===== src/rtl/hdlc_tx_pkg.sv =====
package hdlc_tx_pkg;

    typedef enum logic [2:0] {
        S_IDLE,
        S_FLAG,
        S_HDR,
        S_DATA,
        S_FCS,
        S_ABORT,
        S_BYP
    } tx_state_e;

    localparam logic [7:0]  FLAG_OCTET  = 8'h7E;
    localparam logic [7:0]  ABORT_OCTET = 8'hFF;
    localparam int          STUFF_RUN   = 5;
    localparam int          FCS_MAX_W   = 32;
    localparam logic [31:0] POLY_16     = 32'h0000_1021;
    localparam logic [31:0] POLY_32     = 32'h04C1_1DB7;
    localparam logic [31:0] MASK_16     = 32'h0000_FFFF;

    // One decision taken at a byte boundary: what the shifter loads next
    typedef struct packed {
        logic       ld;
        tx_state_e  st;
        logic [7:0] bits;
        logic       last;
        logic       preset;
        logic       hdr_step;
    } load_t;

    // Arrange a byte so that index 0 is the first bit on the line
    function automatic logic [7:0] wire_order(input logic [7:0] b, input logic lsb_first);
        logic [7:0] r;
        for (int i = 0; i < 8; i++) begin
            r[i] = lsb_first ? b[i] : b[7-i];
        end
        return r;
    endfunction

endpackage


===== src/rtl/hdlc_zero_stuff.sv =====
module hdlc_zero_stuff
    import hdlc_tx_pkg::*;
#(
    parameter int RUN = STUFF_RUN
) (
    input  logic clk,
    input  logic rst,
    input  logic emit,
    input  logic emit_bit,
    input  logic stuffable,
    output logic stuff_now
);
    localparam int CW = $clog2(RUN + 1);

    logic [CW-1:0] ones;

    assign stuff_now = (ones == CW'(RUN));

    always_ff @(posedge clk) begin
        if (rst) begin
            ones <= '0;
        end else if (stuff_now) begin
            ones <= '0;
        end else if (emit) begin
            ones <= (stuffable && emit_bit) ? ones + 1'b1 : '0;
        end
    end

    // the run counter never passes the stuffing threshold
    a_r5_run_limit: assert property (@(posedge clk) disable iff (rst)
        ones <= CW'(RUN));

    // exactly one zero is inserted per run of ones
    a_r5_single_stuff: assert property (@(posedge clk) disable iff (rst)
        stuff_now |=> !stuff_now);

endmodule


===== src/rtl/hdlc_fcs_gen.sv =====
module hdlc_fcs_gen
    import hdlc_tx_pkg::*;
#(
    parameter int W = FCS_MAX_W
) (
    input  logic clk,
    input  logic rst,
    input  logic fcs32,
    input  logic preset,
    input  logic feed,
    input  logic feed_bit,
    input  logic drain,
    output logic fcs_bit
);
    logic [W-1:0] c;
    logic [W-1:0] mask;
    logic [W-1:0] poly;
    logic         msb;
    logic         fb;

    assign mask    = fcs32 ? W'(32'hFFFF_FFFF) : W'(MASK_16);
    assign poly    = fcs32 ? W'(POLY_32) : W'(POLY_16);
    assign msb     = fcs32 ? c[W-1] : c[15];
    assign fb      = feed_bit ^ msb;
    assign fcs_bit = ~msb;

    always_ff @(posedge clk) begin
        if (rst || preset) begin
            c <= '1;
        end else if (feed) begin
            c <= ((c << 1) ^ (fb ? poly : '0)) & mask;
        end else if (drain) begin
            c <= (c << 1) & mask;
        end
    end

    // the register starts every frame at all ones
    a_r4_preset_ones: assert property (@(posedge clk) disable iff (rst)
        preset |=> ((c & mask) == mask));

    // computation and draining never overlap
    a_r4_feed_drain_excl: assert property (@(posedge clk) disable iff (rst)
        !(feed && drain));

endmodule


===== src/rtl/hdlc_tx_encap.sv =====
module hdlc_tx_encap
    import hdlc_tx_pkg::*;
#(
    parameter int HDR_MAX   = 3,
    parameter int HDR_CNT_W = $clog2(HDR_MAX + 1)
) (
    input  logic                   clk,
    input  logic                   rst,
    input  logic                   cfg_hdlc_en,
    input  logic                   cfg_bit_rev,
    input  logic                   cfg_fcs_en,
    input  logic                   cfg_fcs32,
    input  logic [HDR_CNT_W-1:0]   cfg_hdr_cnt,
    input  logic [8*HDR_MAX-1:0]   cfg_hdr,
    input  logic                   in_valid,
    output logic                   in_ready,
    input  logic [7:0]             in_data,
    input  logic                   in_last,
    input  logic                   in_abort,
    output logic                   tx_valid,
    output logic                   tx_bit
);
    localparam int FCNT_W = $clog2(FCS_MAX_W);

    tx_state_e             st;
    logic [7:0]            sh;
    logic [2:0]            idx;
    logic [HDR_CNT_W-1:0]  hdr_i;
    logic                  last_q;
    logic [FCNT_W-1:0]     fcs_cnt;

    logic [7:0]            hdr_b [HDR_MAX];
    logic [7:0]            hsel;
    logic                  stuff_now;
    logic                  fcs_bit;
    logic                  adv;
    logic                  cur_bit;
    logic                  stuffable;
    logic                  byte_end;
    logic [FCNT_W-1:0]     fcs_last;
    load_t                 fetched;
    load_t                 flag_ld;
    load_t                 nx;

    for (genvar k = 0; k < HDR_MAX; k++) begin : g_hdr
        assign hdr_b[k] = cfg_hdr[8*k +: 8];
    end

    assign fcs_last  = cfg_fcs32 ? FCNT_W'(31) : FCNT_W'(15);
    assign adv       = (st != S_IDLE) && !stuff_now;
    assign cur_bit   = (st == S_FCS) ? fcs_bit : sh[idx];
    assign stuffable = (st == S_HDR) || (st == S_DATA) || (st == S_FCS);
    assign byte_end  = adv && ((st == S_FCS) ? (fcs_cnt == fcs_last) : (idx == 3'd7));
    assign tx_valid  = (st != S_IDLE);
    assign tx_bit    = (st != S_IDLE) && !stuff_now && cur_bit;

    always_comb begin
        hsel = '0;
        for (int k = 0; k < HDR_MAX; k++) begin
            if (HDR_CNT_W'(k) == hdr_i) hsel = hdr_b[k];
        end

        // what an input fetch produces
        fetched      = '0;
        fetched.ld   = 1'b1;
        fetched.bits = wire_order(in_data, cfg_bit_rev);
        if (!cfg_hdlc_en) begin
            fetched.st = in_valid ? S_BYP : S_IDLE;
        end else if (in_valid && !in_abort) begin
            fetched.st   = S_DATA;
            fetched.last = in_last;
        end else begin
            fetched.st   = S_ABORT;
            fetched.bits = ABORT_OCTET;
        end

        flag_ld      = '0;
        flag_ld.ld   = 1'b1;
        flag_ld.st   = S_FLAG;
        flag_ld.bits = FLAG_OCTET;

        nx       = '0;
        in_ready = 1'b0;
        unique case (st)
            S_IDLE: begin
                in_ready = 1'b1;
                if (in_valid) nx = fetched;
            end
            S_BYP: begin
                if (byte_end) begin
                    in_ready = 1'b1;
                    nx       = fetched;
                end
            end
            S_FLAG: begin
                if (byte_end) begin
                    if (!in_valid) begin
                        nx = flag_ld;
                    end else if (cfg_hdr_cnt != '0) begin
                        nx.ld       = 1'b1;
                        nx.st       = S_HDR;
                        nx.bits     = wire_order(hdr_b[0], cfg_bit_rev);
                        nx.hdr_step = 1'b1;
                        nx.preset   = 1'b1;
                    end else begin
                        in_ready  = 1'b1;
                        nx        = fetched;
                        nx.preset = 1'b1;
                    end
                end
            end
            S_HDR: begin
                if (byte_end) begin
                    if (hdr_i != cfg_hdr_cnt) begin
                        nx.ld       = 1'b1;
                        nx.st       = S_HDR;
                        nx.bits     = wire_order(hsel, cfg_bit_rev);
                        nx.hdr_step = 1'b1;
                    end else begin
                        in_ready = 1'b1;
                        nx       = fetched;
                    end
                end
            end
            S_DATA: begin
                if (byte_end) begin
                    if (last_q) begin
                        if (cfg_fcs_en) begin
                            nx.ld = 1'b1;
                            nx.st = S_FCS;
                        end else begin
                            nx = flag_ld;
                        end
                    end else begin
                        in_ready = 1'b1;
                        nx       = fetched;
                    end
                end
            end
            S_FCS, S_ABORT: begin
                if (byte_end) nx = flag_ld;
            end
            default: ;
        endcase
    end

    always_ff @(posedge clk) begin
        if (rst) begin
            st      <= cfg_hdlc_en ? S_FLAG : S_IDLE;
            sh      <= FLAG_OCTET;
            idx     <= '0;
            last_q  <= 1'b0;
            fcs_cnt <= '0;
        end else if (nx.ld) begin
            st      <= nx.st;
            sh      <= nx.bits;
            idx     <= '0;
            last_q  <= nx.last;
            fcs_cnt <= '0;
        end else if (adv) begin
            idx <= idx + 3'd1;
            if (st == S_FCS) fcs_cnt <= fcs_cnt + 1'b1;
        end
    end

    always_ff @(posedge clk) begin
        if (rst) begin
            hdr_i <= '0;
        end else if (nx.hdr_step) begin
            hdr_i <= (st == S_FLAG) ? HDR_CNT_W'(1) : hdr_i + 1'b1;
        end
    end

    hdlc_zero_stuff #(.RUN(STUFF_RUN)) u_stuff (
        .clk       (clk),
        .rst       (rst),
        .emit      (adv),
        .emit_bit  (cur_bit),
        .stuffable (stuffable),
        .stuff_now (stuff_now)
    );

    hdlc_fcs_gen #(.W(FCS_MAX_W)) u_fcs (
        .clk      (clk),
        .rst      (rst),
        .fcs32    (cfg_fcs32),
        .preset   (nx.preset),
        .feed     (adv && (st == S_HDR || st == S_DATA)),
        .feed_bit (sh[idx]),
        .drain    (adv && (st == S_FCS)),
        .fcs_bit  (fcs_bit)
    );

    // in HDLC mode the line is never idle
    a_r1_line_busy: assert property (@(posedge clk) disable iff (rst)
        cfg_hdlc_en |-> tx_valid);

    // the source is stalled while a stuffed zero is on the line
    a_r9_stall_on_stuff: assert property (@(posedge clk) disable iff (rst)
        stuff_now |-> !in_ready);

    // abort bits are all ones apart from a pending stuffed zero
    a_r7_abort_ones: assert property (@(posedge clk) disable iff (rst)
        (st == S_ABORT && !stuff_now) |-> tx_bit);

    // the FCS is always closed by a flag
    a_r6_flag_after_fcs: assert property (@(posedge clk) disable iff (rst)
        (st == S_FCS && byte_end) |=> (st == S_FLAG && sh == FLAG_OCTET));

    // bypass mode never enters a framing state
    a_r10_bypass_states: assert property (@(posedge clk) disable iff (rst)
        !cfg_hdlc_en |-> (st == S_IDLE || st == S_BYP));

endmodule


===== config.mk =====
export PLATFORM = sky130hd
export DESIGN_NAME = hdlc_tx_encap
export DESIGN_NICKNAME = d
export VERILOG_FILES = /design/src/rtl/hdlc_tx_pkg.sv /design/src/rtl/hdlc_zero_stuff.sv /design/src/rtl/hdlc_fcs_gen.sv /design/src/rtl/hdlc_tx_encap.sv
export SDC_FILE = /design/constraint.sdc
export NUM_CORES = 1
export LEC_CHECK = 0
export ABC_CLOCK_PERIOD_IN_PS = 4500
export BUFFER_PORTS_ARGS = -buffer_cell sky130_fd_sc_hd__buf_2
export CORE_ASPECT_RATIO = 0.6
export CORE_MARGIN = 2
export CORE_UTILIZATION = 60
export CTS_BUF_LIST = sky130_fd_sc_hd__clkbuf_16
export DETAILED_ROUTE_END_ITERATION = 16
export PLACE_DENSITY = 0.92
export SKIP_LAST_GASP = 1
export SYNTH_ARGS = -nofsm -noshare
export SYNTH_HDL_FRONTEND = slang
export SYNTH_SLANG_ARGS = --single-unit

===== constraint.sdc =====
create_clock -name clk -period 4.5 [get_ports clk]
set_input_delay 0.45 -clock clk [delete_from_list [all_inputs] [get_ports clk]]
set_output_delay 0.45 -clock clk [all_outputs]
set_load 0.05 [all_outputs]

==> results.toml <==
[synth]
synthArstFlopShare_pct = 0
synth_edf_count = 3
synth-main-ff-cell = "dfxtp_1"
synth_top_area_share_pct = 28.8
synthTopCellsByArea = "dfxtp_1, nand2_1, nand3_1, a21oi_1, mux2i_1"
avgSynthCellArea_um2 = 7.84
netlist_instances = 478
synth_top_area_cell = "dfxtp_1"
synth_seq_cells = 57
netlist_area_um2 = 3750
yosysUniqueCellTypes = 57
synth_seq_area_share_pct = 31.2
yosys_warnings = 0
synth_nets = 529

[clock_network]
cts.sinks = 57
cts_buffers = 9
cts_tree = "done"
cts_root_buf = "clkbuf_16"
clock_path_buffers = 2
cts_resized = 0
htreeDepth = 3
insertion_delay_ns = 0.32
path_clk_slew_ns = 0.05
postCtsHoldBufs = 0
post_cts_buffers = 0

[sta]
setup_viol = 0
timing.final.max_slew_violations = 0
skew_ns = 0.00701
setup_ws_ns = 1.59
fmax_mhz = 344
tns_ns = 0
tightest_slew_ns = 1.04
slew_headroom_pct = 30.7
finalCritPeriodShare_pct = 64.7
grt_setup_unrepaired = "false"
finalCriticalPeriod_ns = 2.91
final-hold-violation-count = 0
hold_slack_ns = 0.425

[cells_and_area]
final_core_utilization_pct = 69.7
layout_commonest_cell = "dfxtp_1"
final_cell_mix = "dfxtp_1, nand2_1, buf_2"
num_antenna_cells = 0
layout-area-overhead-vs-synth_pct = 13.1
final_cells = 590
fin_nets = 553
final_layout_size_suffix_gt1_share_pct = 14.2
final_area_um2 = 4240

[die]
dieArea_um2 = 6920
initial_core_util_pct = 61.6
die_y_um = 65.2
core_area_um2 = 6080
die_width_um = 106
pin_count = 46
num_rows = 22

[global_route]
antenna_found_initial = 0
grt_pass1_wl_um = 16800
grt_overflow = 0
grt_pass1_vias = 3468
grt_max_degree = 28
grt_use_total_pct = 30.9

[worst_setup_path]
path_depth = 4
critPathMaxStageDelay_ns = 0.81
cp_top_family = "flip-flops"
arrival_ns = 2.95
critPathMaxFanout = 23
cp-start-kind = "flop"
timing_worst_setup_path_type = "reg2reg"
critPathBufInv = 1
crit_chain = "clkinv_1, o2111ai_1, o221ai_1, or2_2"
cp_slowest_cell = "edfxtp_1"
critPathRequiredTime_ns = 4.54
end_kind = "flop"
reg2reg_depth = 4

[placed_design]
dp_cells = 575
portBuffers = 45
dpl_worst_slack_ns = 1.69
gp_congestion = 0.925
place_area_um2 = 3970
dp.final_hpwl_um = 7120

[outcome]
status = "finished, final reports clean"

[power]
pwr_density_cell_nw_per_um2 = 371
power.leakage_nw = 1.68
vdd.ir_drop.worst_mv = 0.217
p_total_mw = 1.57

[route]
routed_via_density = 6.55
wl_per_cell_um = 17.4
wl_um = 10300
via_count = 3862
drc_errors = 0
antenna_left = 0
drt_iter0_markers = 423
dr.pass1.iters = 6

[flow_run]
maxCapViolCount = 0

[min_path]
hold_path.class = "in2reg"
min_path_cells = 3
cells by family after synthesis:
family	Yosys count	share of synthesized area [%]
compound gates	119	21.4
xor+xnor	14	3.27
fa+ha+maj	8	2.67
buf+inv	52	5.61
flops	57	31.2
mux	18	6.51
simple gates	210	29.3
cell usage after synthesis, drive strengths merged (12+ instances only):
cell / instances
a21oi: 25
and2: 13
clkbuf: 30
dfxtp: 54
inv: 16
mux2i: 14
nand2: 50
nand2b: 12
nand3: 37
nor2: 27
nor3: 20
o211ai: 12
o21ai: 23
state kept, by name (all words and copies together), names as in the netlist:
name and count:
hdr_i 2, idx 3, u_stuff.ones 3, sh 8, fcs_cnt 5, st 3, u_fcs.c 32, last_q 1
layer usage:
| layer | track usage, % | wire, µm |
|---|---|---|
| met2 | 44.0 | 4520 |
| met4 | 9.54 | 128 |
| met1 | 44.0 | 4640 |
| met5 | 0 | 0 |
| met3 | 10.1 | 1010 |
power breakdown:
| group | internal, mW | total, mW | switching [mW] |
|---|---|---|---|
| Clock | 0.393 | 0.609 | 0.216 |
| Combinational | 0.136 | 0.346 | 0.210 |
| Sequential | 0.564 | 0.616 | 0.0516 |
layout make-up:
class | instances | area, µm²
Multi-Input combinational cell | 369 | 2380
Inverter | 17 | 63.8
Tap cell | 84 | 105
Fill cell | 460 | 1850
Sequential cell | 57 | 1170
Timing Repair Buffer | 48 | 248
Clock inverter | 5 | 21.3
Clock buffer | 10 | 250
worst paths after layout:
check,startpoint,end,slack (ns)
hold / removal,in_last,last_q$_SDFFE_PP0P_,0.42
hold reg to reg,u_fcs.c[20]$_SDFFE_PP1P_,u_fcs.c[20]$_SDFFE_PP1P_,0.47
setup reg to reg,st[0]$_DFFE_PP_,st[0]$_DFFE_PP_,1.59
setup / recovery,st[0]$_DFFE_PP_,st[0]$_DFFE_PP_,1.59
tightest hold or removal path, stage by stage:
cell,delay (ns)
buf_2,0.10
o211ai_1,0.08
a21oi_1,0.07
Note: power is estimated with default switching activity, not from simulation.
